$ cat src/rtl/pgw_pkg.sv
`timescale 1ns/1ps
package pgw_pkg;
  typedef enum logic {
    ST_IDLE = 1'b0,
    ST_PROG = 1'b1
  } pgw_state_t;
endpackage

$ cat src/rtl/pgw_buffer.sv
`timescale 1ns/1ps
// Page buffer: one synchronous write port, one registered read port (RAM friendly).
module pgw_buffer #(
  parameter int DEPTH = 32,
  parameter int DW    = 8,
  localparam int AW   = $clog2(DEPTH)
) (
  input  logic          clk,
  input  logic          we,
  input  logic [AW-1:0] waddr,
  input  logic [DW-1:0] wdata,
  input  logic [AW-1:0] raddr,
  output logic [DW-1:0] rdata
);
  logic [DW-1:0] mem [DEPTH];

  always_ff @(posedge clk) begin
    if (we) mem[waddr] <= wdata;
    rdata <= mem[raddr];
  end
endmodule

$ cat src/rtl/pgw_timer.sv
`timescale 1ns/1ps
// Cycle timer: runs for LEN clocks after start, done is high in the last one.
module pgw_timer #(
  parameter int LEN = 400000,
  localparam int TW = (LEN > 1) ? $clog2(LEN) : 1
) (
  input  logic clk,
  input  logic rst,
  input  logic start,
  output logic done
);
  logic          run_q;
  logic [TW-1:0] cnt_q;

  assign done = run_q && (cnt_q == TW'(LEN - 1));

  always_ff @(posedge clk) begin
    if (rst) begin
      run_q <= 1'b0;
      cnt_q <= '0;
    end else if (start) begin
      run_q <= 1'b1;
      cnt_q <= '0;
    end else if (run_q) begin
      if (done) run_q <= 1'b0;
      else      cnt_q <= cnt_q + 1'b1;
    end
  end
endmodule

$ cat src/rtl/pgw_sequencer.sv
`timescale 1ns/1ps
// Page write buffer and self-timed commit sequencer.
// PAGE_BYTES must be a power of two so the offset wraps inside the page.
module pgw_sequencer
  import pgw_pkg::*;
#(
  parameter int PAGE_BYTES = 32,
  parameter int ADDR_W     = 13,
  parameter int CYCLE_CLKS = 400000,
  localparam int OFF_W     = $clog2(PAGE_BYTES),
  localparam int PAGE_W    = ADDR_W - OFF_W
) (
  input  logic              clk,
  input  logic              rst,
  input  logic              ld_page_i,
  input  logic [ADDR_W-1:0] addr_i,
  input  logic              ld_byte_i,
  input  logic [7:0]        data_i,
  input  logic              ld_sr_i,
  input  logic [7:0]        sr_data_i,
  input  logic              cs_rise_i,
  input  logic              partial_i,
  output logic              busy_o,
  output logic              wel_clr_o,
  output logic              mem_we_o,
  output logic [ADDR_W-1:0] mem_addr_o,
  output logic [7:0]        mem_wdata_o,
  output logic              sr_we_o,
  output logic [7:0]        sr_wdata_o
);
  pgw_state_t             state_q;
  logic [PAGE_W-1:0]      page_q;
  logic [OFF_W-1:0]       off_q;
  logic [PAGE_BYTES-1:0]  mask_q;
  logic                   sr_pend_q;
  logic [7:0]             sr_hold_q;
  logic [OFF_W-1:0]       scan_q;
  logic                   scan_on_q;
  logic                   idle;
  logic                   go;
  logic                   drop;
  logic                   done;
  logic                   buf_we;

  assign idle   = (state_q == ST_IDLE);
  assign go     = idle && cs_rise_i && !partial_i && ((|mask_q) || sr_pend_q);
  assign drop   = idle && cs_rise_i && !go;
  assign buf_we = idle && ld_byte_i && !ld_page_i;

  pgw_buffer #(.DEPTH(PAGE_BYTES), .DW(8)) u_buf (
    .clk   (clk),
    .we    (buf_we),
    .waddr (off_q),
    .wdata (data_i),
    .raddr (scan_q),
    .rdata (mem_wdata_o)
  );

  pgw_timer #(.LEN(CYCLE_CLKS)) u_tmr (
    .clk   (clk),
    .rst   (rst),
    .start (go),
    .done  (done)
  );

  // Loading side: page, offset, loaded mask and status byte.
  always_ff @(posedge clk) begin
    if (rst) begin
      page_q    <= '0;
      off_q     <= '0;
      mask_q    <= '0;
      sr_pend_q <= 1'b0;
      sr_hold_q <= '0;
    end else if (idle) begin
      if (drop) begin
        mask_q    <= '0;
        sr_pend_q <= 1'b0;
      end else if (ld_page_i) begin
        page_q    <= addr_i[ADDR_W-1:OFF_W];
        off_q     <= addr_i[OFF_W-1:0];
        mask_q    <= '0;
        sr_pend_q <= 1'b0;
      end else if (ld_byte_i) begin
        mask_q[off_q] <= 1'b1;
        off_q         <= off_q + 1'b1;
      end else if (ld_sr_i) begin
        sr_pend_q <= 1'b1;
        sr_hold_q <= sr_data_i;
      end
    end else if (done) begin
      mask_q    <= '0;
      sr_pend_q <= 1'b0;
    end
  end

  // Cycle side: state, scan of the loaded offsets, registered strobes.
  always_ff @(posedge clk) begin
    if (rst) begin
      state_q    <= ST_IDLE;
      scan_q     <= '0;
      scan_on_q  <= 1'b0;
      mem_we_o   <= 1'b0;
      mem_addr_o <= '0;
      sr_we_o    <= 1'b0;
      sr_wdata_o <= '0;
      wel_clr_o  <= 1'b0;
    end else begin
      wel_clr_o <= done;
      sr_we_o   <= go && sr_pend_q;
      if (go) sr_wdata_o <= sr_hold_q;
      mem_we_o  <= 1'b0;
      if (go) begin
        state_q   <= ST_PROG;
        scan_q    <= '0;
        scan_on_q <= 1'b1;
      end else if (!idle) begin
        if (done) state_q <= ST_IDLE;
        if (scan_on_q) begin
          mem_we_o   <= mask_q[scan_q];
          mem_addr_o <= {page_q, scan_q};
          scan_q     <= scan_q + 1'b1;
          if (scan_q == OFF_W'(PAGE_BYTES - 1)) scan_on_q <= 1'b0;
        end
      end
    end
  end

  assign busy_o = (state_q == ST_PROG);
endmodule

$ cat config.mk
export PLATFORM = sky130hd
export DESIGN_NAME = pgw_sequencer
export DESIGN_NICKNAME = d
export VERILOG_FILES = /design/src/rtl/pgw_pkg.sv /design/src/rtl/pgw_buffer.sv /design/src/rtl/pgw_timer.sv /design/src/rtl/pgw_sequencer.sv
export SDC_FILE = /design/constraint.sdc
export NUM_CORES = 1
export LEC_CHECK = 0
export BUFFER_PORTS_ARGS = -buffer_cell sky130_fd_sc_hd__clkbuf_2
export CAP_MARGIN = 20
export CELL_PAD_IN_SITES_DETAIL_PLACEMENT = 1
export CELL_PAD_IN_SITES_GLOBAL_PLACEMENT = 2
export CORE_ASPECT_RATIO = 0.8
export CORE_MARGIN = 3
export CORE_UTILIZATION = 45
export CTS_BUF_LIST = sky130_fd_sc_hd__clkbuf_8
export DETAILED_ROUTE_END_ITERATION = 8
export HOLD_SLACK_MARGIN = 0.1
export PLACE_DENSITY = 0.91
export SKIP_LAST_GASP = 1
export SLEW_MARGIN = 15
export SYNTH_ARGS = -nofsm -noshare
export SYNTH_HDL_FRONTEND = slang
export SYNTH_HIERARCHICAL = 1
export SYNTH_SLANG_ARGS = --single-unit
export TNS_END_PERCENT = 100
$ cat constraint.sdc
create_clock -name clk -period 5.7 [get_ports clk]
set_input_delay 0.285 -clock clk [delete_from_list [all_inputs] [get_ports clk]]
set_output_delay 0.285 -clock clk [all_outputs]
set_load 0.02 [all_outputs]
==> impl_metrics.yaml, run 1 <==
route:
  drtIter0Drc: 826
  routedWlPerCell_um: 24.16
  drt_wl_total_mm: 37.52
  ant_nets: 0
  first_pass_iters: 5
  drc: 0
  avgViaCountPerCell: 5.855
  top_layer: "met4"
  routed-via-count: 9093
  met3_length_mm: 2.390
  wl_met2_mm: 17.47
  drt-met1-wl_mm: 16.83
yosys:
  yosys.area.top_type: "edfxtp_1"
  syn-cell-area_mm2: 0.01502
  synthCells: 978
  ys_warn_count: 6
  synth_seq_cells: 369
  ys.flop_type: "edfxtp_1"
  syn_nets: 1021
  synth-seq-area-share_pct: 66.23
  synth_top_area_share_pct: 51.17
  synth.area.top_cells: "edfxtp_1 (51%), dfxtp_1 (15%), mux4_2 (13%), nor2_1 (2.8%), nand2b_1 (1.6%)"
  synth.distinct_cells: 62
  synth_edf_count: 256
  synth_area_per_cell_um2: 15.36
  async_flop_share_pct: 0
finish:
  syn_to_final_growth_pct: 14.02
  layout.nets: 1121
  layout_common_cells: "edfxtp_1 (256), nor2_1 (113), dfxtp_1 (110)"
  drive_gt1_share_pct: 24.25
  diodes: 0
  utilization_pct: 52.38
  final_common_cell: "edfxtp_1"
die:
  design.core.area_mm2: 0.03270
  initial_utilization_pct: 45.94
  die_x_um: 210.3
  die_y_um: 169.4
  rows: 59
  ios: 69
  die_area_mm2: 0.03563
sta:
  slew_headroom_pct: 26.94
  fin_crit_ns: 3.007
  setup_viol: 0
  finalCritPeriodShare_pct: 52.76
  fin_tns_setup_ns: 0
  final-hold-violation-count: 0
  clock_skew_ns: 0.04345
  hold-worst-slack_ns: 0.2001
  worst_slew_pin_slew_ns: 1.092
  fmax_mhz: 332.5
  slew_viol_final: 0
  rsz0062_at_grt: "no"
  setup_slack_ns: 2.693
worst_setup_path:
  crit_end: "sr_hold_q[1]"
  cp.arrival_ns: 3.53
  r2r-start: "u_tmr/cnt_q[8]"
  start_kind: "flip-flop"
  r2r_slack_ns: 2.69
  rr_endpoint: "sr_hold_q[1]"
  crit_type: "flip-flop to flip-flop"
  required_ns: 6.23
  cp_max_fo: 11
  cp-startpoint: "u_tmr/cnt_q[8]"
  reg2regPathDepth: 7
  crit_path_end_kind: "flip-flop"
clock_tree:
  cts_setup_buffers: 0
  cts_sinks: 369
  cts_tree: "done"
  cts_resized: 0
  clkSlewWorstSetupHoldPaths_ns: 0.06
  cts-root-buf: "clkbuf_8"
  clk_latency_ns: 0.64
  cts_buffers: 57
  clockBufferDepth: 3
  cts_max_level: 2
power:
  powerDensity_mw_per_mm2: 318.1
  p_leak_nw: 5.584
  worst_ir_drop_vdd_uv: 173.5
min_path:
  hold_path.class: "input port to flip-flop"
  min_path_cells: 4
placement:
  numPortBuffers: 68
  gp_congestion: 0.7840
  place_ws_ns: 2.716
  hpwl_mm: 23.55
run:
  maxCapViolCount: 0
global_routing:
  grt_start_max_net_pins: 73
  antenna_found_initial: 0
  grt_pass1_wl_mm: 57.26
  grt_pass1_vias: 9441
  grt-ovfl-total: 0
  grtUsageTotal_pct: 21.12
status:
  status: "complete, no violations"
==> what timing repair did <==
action | 4_1_cts | 5_1_grt
endpoints found under the hold margin | 22 | 0
setup endpoints to repair | 0 | 0
hold buffers | 22 | 0
==> cell type report <==
cell class / count / area [um^2]
fillers: 3202 / 15570
flip-flops and latches: 369 / 9956
multi-input cells: 543 / 4771
clock buffers: 64 / 880.8
repair buffers: 97 / 620.6
well taps: 427 / 534.3
clock inverters: 43 / 329.1
inverters: 10 / 37.54
==> worst min path at each step <==
stage                        start             end  slack (ns)
floorplan                      rst     u_tmr/run_q        0.35
global placement         page_q[7]  mem_addr_o[12]        0.44
detailed placement  mem_addr_o[11]  mem_addr_o[11]        0.45
CTS                      ld_byte_i       sr_pend_q        0.16
global route             ld_byte_i       sr_pend_q        0.25
finish                   ld_byte_i       sr_pend_q        0.20
==> state kept, by name, indices dropped and copies added, names as in the netlist <==
register,cells
u_buf/mem,256
mask_q,32
u_tmr/cnt_q,19
mem_addr_o,13
page_q,8
sr_hold_q,8
sr_wdata_o,8
u_buf/rdata,8
off_q,5
scan_q,5
busy_o,1
mem_we_o,1
scan_on_q,1
sr_pend_q,1
sr_we_o,1
u_tmr/run_q,1
wel_clr_o,1
==> logic make-up after synthesis <==
kind of cell | after synthesis | synth area share [%]
AO/OA/AOI/OAI | 106 | 4.772
XOR/XNOR | 10 | 0.5830
multiplexers | 115 | 15.14
adder cells (fa/ha/maj) | 7 | 0.5830
flip-flops | 369 | 66.23
AND/OR/NAND/NOR | 305 | 10.55
buffers and inverters | 66 | 2.140
==> per-stage QoR <==
step,power [mW],cells,cell area [um^2]
finish,5.449,1553,17130
global route,5.646,1553,17130
CTS,5.500,1552,17110
detailed placement,3.176,1423,15680
global placement,3.163,1423,15680
floorplan,3.082,978,15020
==> metal layers <==
metal	track usage, %	vias to the layer above
li1	-	3997
met1	30.54	4693
met2	33.39	332
met3	3.918	71
met4	5.596	0
met5	0	-
==> critical path, stage by stage (launching register included) <==
cell      delay, ns
dfxtp_1        0.35
nor4bb_1       0.34
nand3_1        0.38
nor3_1         0.36
nand2b_1       0.42
nand2_1        0.18
nor4_4         0.61
mux2i_1        0.26
==> synth_stat cells (all sizes together), types with 7 or more instances <==
cell,number
a21oi,27
a31oi,25
a41oi,14
buf,22
clkbuf,34
dfxtp,113
edfxtp,256
ha,7
inv,10
mux2,8
mux2i,18
mux4,89
nand2,56
nand2b,38
nand3,15
nand3b,15
nor2,114
nor2b,7
nor3,8
nor4,14
o21ai,18
==> report_power, final <==
group	total [mW]	switching, mW	internal (mW)
clock network	2.32	1.06	1.26
logic	0.220	0.144	0.0758
registers	2.91	0.0243	2.89
total	5.45	1.22	4.22
(Power assumes the default switching activity.)
==> run 2, diff against run 1 <==
Settings changed: ABC_AREA set to 1, CORE_UTILIZATION 45 to 37, PLACE_DENSITY 0.91 to 0.9.
Clock period 5.7 ns to 2.7 ns, I/O delays scaled along.
==> run 2 against run 1 <==
Effect of this change: non-clock buffer count up 91; die area up 27%; core utilization down 8.1 points; flip-flop and latch count unchanged; cell count up 56%; largest power group unchanged; hold slack worse by 0.032 ns; via count up 39%; global-route usage up 0.23 points; highest routed layer unchanged; fmax up 17%; sequential power up 110%; clock power up 110%; combinational power rose to 3.6 times the previous value.
==> impl_metrics.yaml, run 2 <==
placement:
  place_ws_ns: 0.6502
  numPortBuffers: 68
  dp.cells: 2240
  hpwl_mm: 29.54
  gp_congestion: 0.7797
die:
  ios: 69
  rows: 67
  design.core.area_mm2: 0.04208
  initial_utilization_pct: 37.66
  die_x_um: 237.4
  die_area_mm2: 0.04537
  die_y_um: 191.1
yosys:
  synth-seq-area-share_pct: 62.78
  yosys.area.top_type: "edfxtp_1"
  syn_nets: 1691
  synthCells: 1648
  async_flop_share_pct: 0
  synth_top_area_share_pct: 48.50
  synth_edf_count: 256
  synth.distinct_cells: 35
  ys.flop_type: "edfxtp_1"
  synth.area.top_cells: "edfxtp_1 (49%), dfxtp_1 (14%), nand2_1 (11%), nand3_1 (8.4%), nor2_1 (4.0%)"
  synth_area_per_cell_um2: 9.617
  synth_seq_cells: 369
  syn-cell-area_mm2: 0.01585
  synth_most_common_cell: "nand2_1"
  synth_common_cells: "nand2_1 (461), nand3_1 (265), edfxtp_1 (256)"
  ys_warn_count: 6
global_routing:
  grt_pass1_wl_mm: 75.73
  antenna_found_initial: 1
  grt-ovfl-total: 0
  grt_start_max_net_pins: 85
  grtUsageTotal_pct: 21.35
  grt_pass1_vias: 13298
sta:
  worst_slew_pin_slew_ns: 0.9771
  setup_viol: 0
  hold-worst-slack_ns: 0.1685
  slew_headroom_pct: 34.86
  clock_skew_ns: 0.03375
  final-hold-violation-count: 0
  fmax_mhz: 389.1
  setup_slack_ns: 0.1300
  finalCritPeriodShare_pct: 95.19
  fin_crit_ns: 2.570
  slew_viol_final: 0
worst_setup_path:
  cp-startpoint: "mask_q[11]"
  cp.arrival_ns: 3.06
  crit_type: "flip-flop to flip-flop"
  r2r_slack_ns: 0.13
  crit_end: "page_q[1]"
  start_kind: "flip-flop"
  crit_path_end_kind: "flip-flop"
  rr_endpoint: "page_q[1]"
  reg2regPathDepth: 12
  r2r-start: "mask_q[11]"
  cp_max_fo: 6
  required_ns: 3.19
route:
  drc: 0
  routedWlPerCell_um: 20.02
  drt_wl_total_mm: 48.42
  routed-via-count: 12603
  drtIter0Drc: 946
  ant_nets: 0
  first_pass_iters: 5
  avgViaCountPerCell: 5.210
run:
  maxCapViolCount: 0
clock_tree:
  cts_max_level: 2
  clk_latency_ns: 0.64
  cts_sinks: 369
  cts_tree: "done"
  cts-root-buf: "clkbuf_8"
  cts_buffers: 61
  clockBufferDepth: 3
  clkSlewWorstSetupHoldPaths_ns: 0.06
finish:
  fillers: 4865
  largest_register_ff_count: 256
  layout.nets: 1858
  diodes: 0
  layout_common_cells: "nand2_1 (461), nand3_1 (265), edfxtp_1 (256)"
  utilization_pct: 44.28
  final-instance-count-excl-fill: 2419
  syn_to_final_growth_pct: 17.58
  regMostFlops: "u_buf/mem"
  largestRegisters: "u_buf/mem: 256 flops, mask_q: 32 flops, u_tmr/cnt_q: 19 flops"
  final_common_cell: "nand2_1"
  drive_gt1_share_pct: 13.44
power:
  worst_ir_drop_vdd_uv: 324.4
  powerDensity_mw_per_mm2: 640.2
  power_mw: 11.93
  p_leak_nw: 7.097
status:
  status: "complete, no violations"
min_path:
  hold_path.class: "input port to flip-flop"
-- run 2: cell types whose count changed in the layout (fill, tap and decap cells not counted), sizes merged, moves of 24 or more --
cell	delta
a21oi	+62
a31oi	-24
buf	+57
dlygate4sd3	+34
inv	+77
mux4	-89
nand2	+411
nand2b	-38
nand3	+257
nor2	+63
o21ai	+26
-- run 2: logic make-up (layout without fill, tap and decap cells) --
family                     Yosys count  in the layout  synth area share [%]
muxes                                2              2                0.1263
buffers and inverters              181            399                 6.055
DFF                                369            369                 62.78
xor gates and xnor gates             3              3                0.1658
AOI/OAI and AO/OA                  139            139                 4.484
and+or+nand+nor                    947            948                 25.84
adders and majority gates            7              7                0.5526
-- run 2: timing repair --
action | CTS | global route
setup endpoints to repair | 0 | 10
setup buffers | 0 | 6
resized for setup | 0 | 5
endpoints found under the hold margin | 39 | 0
hold buffers | 59 | 0
-- run 2: metal layers --
| metal | share of wire (%) | vias to the layer above | GRT usage, % |
|---|---|---|---|
| met1 | 46 | 6278 | 29.57 |
| met2 | 47 | 350 | 34.78 |
| li1 | - | 5904 | - |
| met4 | 1.7 | 0 | 5.098 |
| met3 | 6.1 | 71 | 4.140 |
| met5 | 0 | - | 0 |
-- run 2: critical path: stages (launching register included) --
cell and delay (ns):
dfxtp_1 0.31, inv_1 0.07, nand2_1 0.06, nor2_2 0.15
nand2_1 0.08, nor2_2 0.10, nand3_2 0.09, nand2_4 0.14
nand2_8 0.08, nand4_1 0.12, dlygate4sd3_1 0.57, a21oi_1 0.07
dlygate4sd3_1 0.57
-- run 2: through the flow --
step	area [um^2]	setup TNS, ns
after global routing	18640	-0.003135
after floorplan	15850	0
after global placement	16750	0
after CTS	18560	0
final	18640	0
after detailed placement	16750	0
-- run 2: worst min-delay path by stage --
stage          cells past startpoint              end  slack, ns          from
2_1_floorplan                      1      u_tmr/run_q       0.21           rst
3_3_place_gp                       3     sr_hold_q[1]       0.36  sr_data_i[1]
3_5_place_dp                       3     sr_hold_q[1]       0.37  sr_data_i[1]
4_1_cts                            6        scan_q[3]       0.10     cs_rise_i
5_1_grt                            4  u_buf/mem[3][6]       0.19     ld_page_i
6_report                           5         off_q[0]       0.17     ld_page_i
-- run 2: final cells by class --
| cell class | count | area (um^2) | share of cell area (%) |
|---|---|---|---|
| flip-flops and latches | 369 | 9956 | 53.42 |
| repair buffers | 188 | 1446 | 7.762 |
| clock buffers | 66 | 908.4 | 4.874 |
| clock inverters | 49 | 310.3 | 1.665 |
| inverters | 96 | 361.6 | 1.940 |
| multi-input cells | 1099 | 4962 | 26.63 |
| well taps | 552 | 690.7 | 3.706 |
-- run 2: power by group --
group          internal, mW  switching, mW  leakage (nW)
clock                  2.64           2.31         0.685
sequential             6.13         0.0696          3.22
combinational         0.248          0.541          3.19
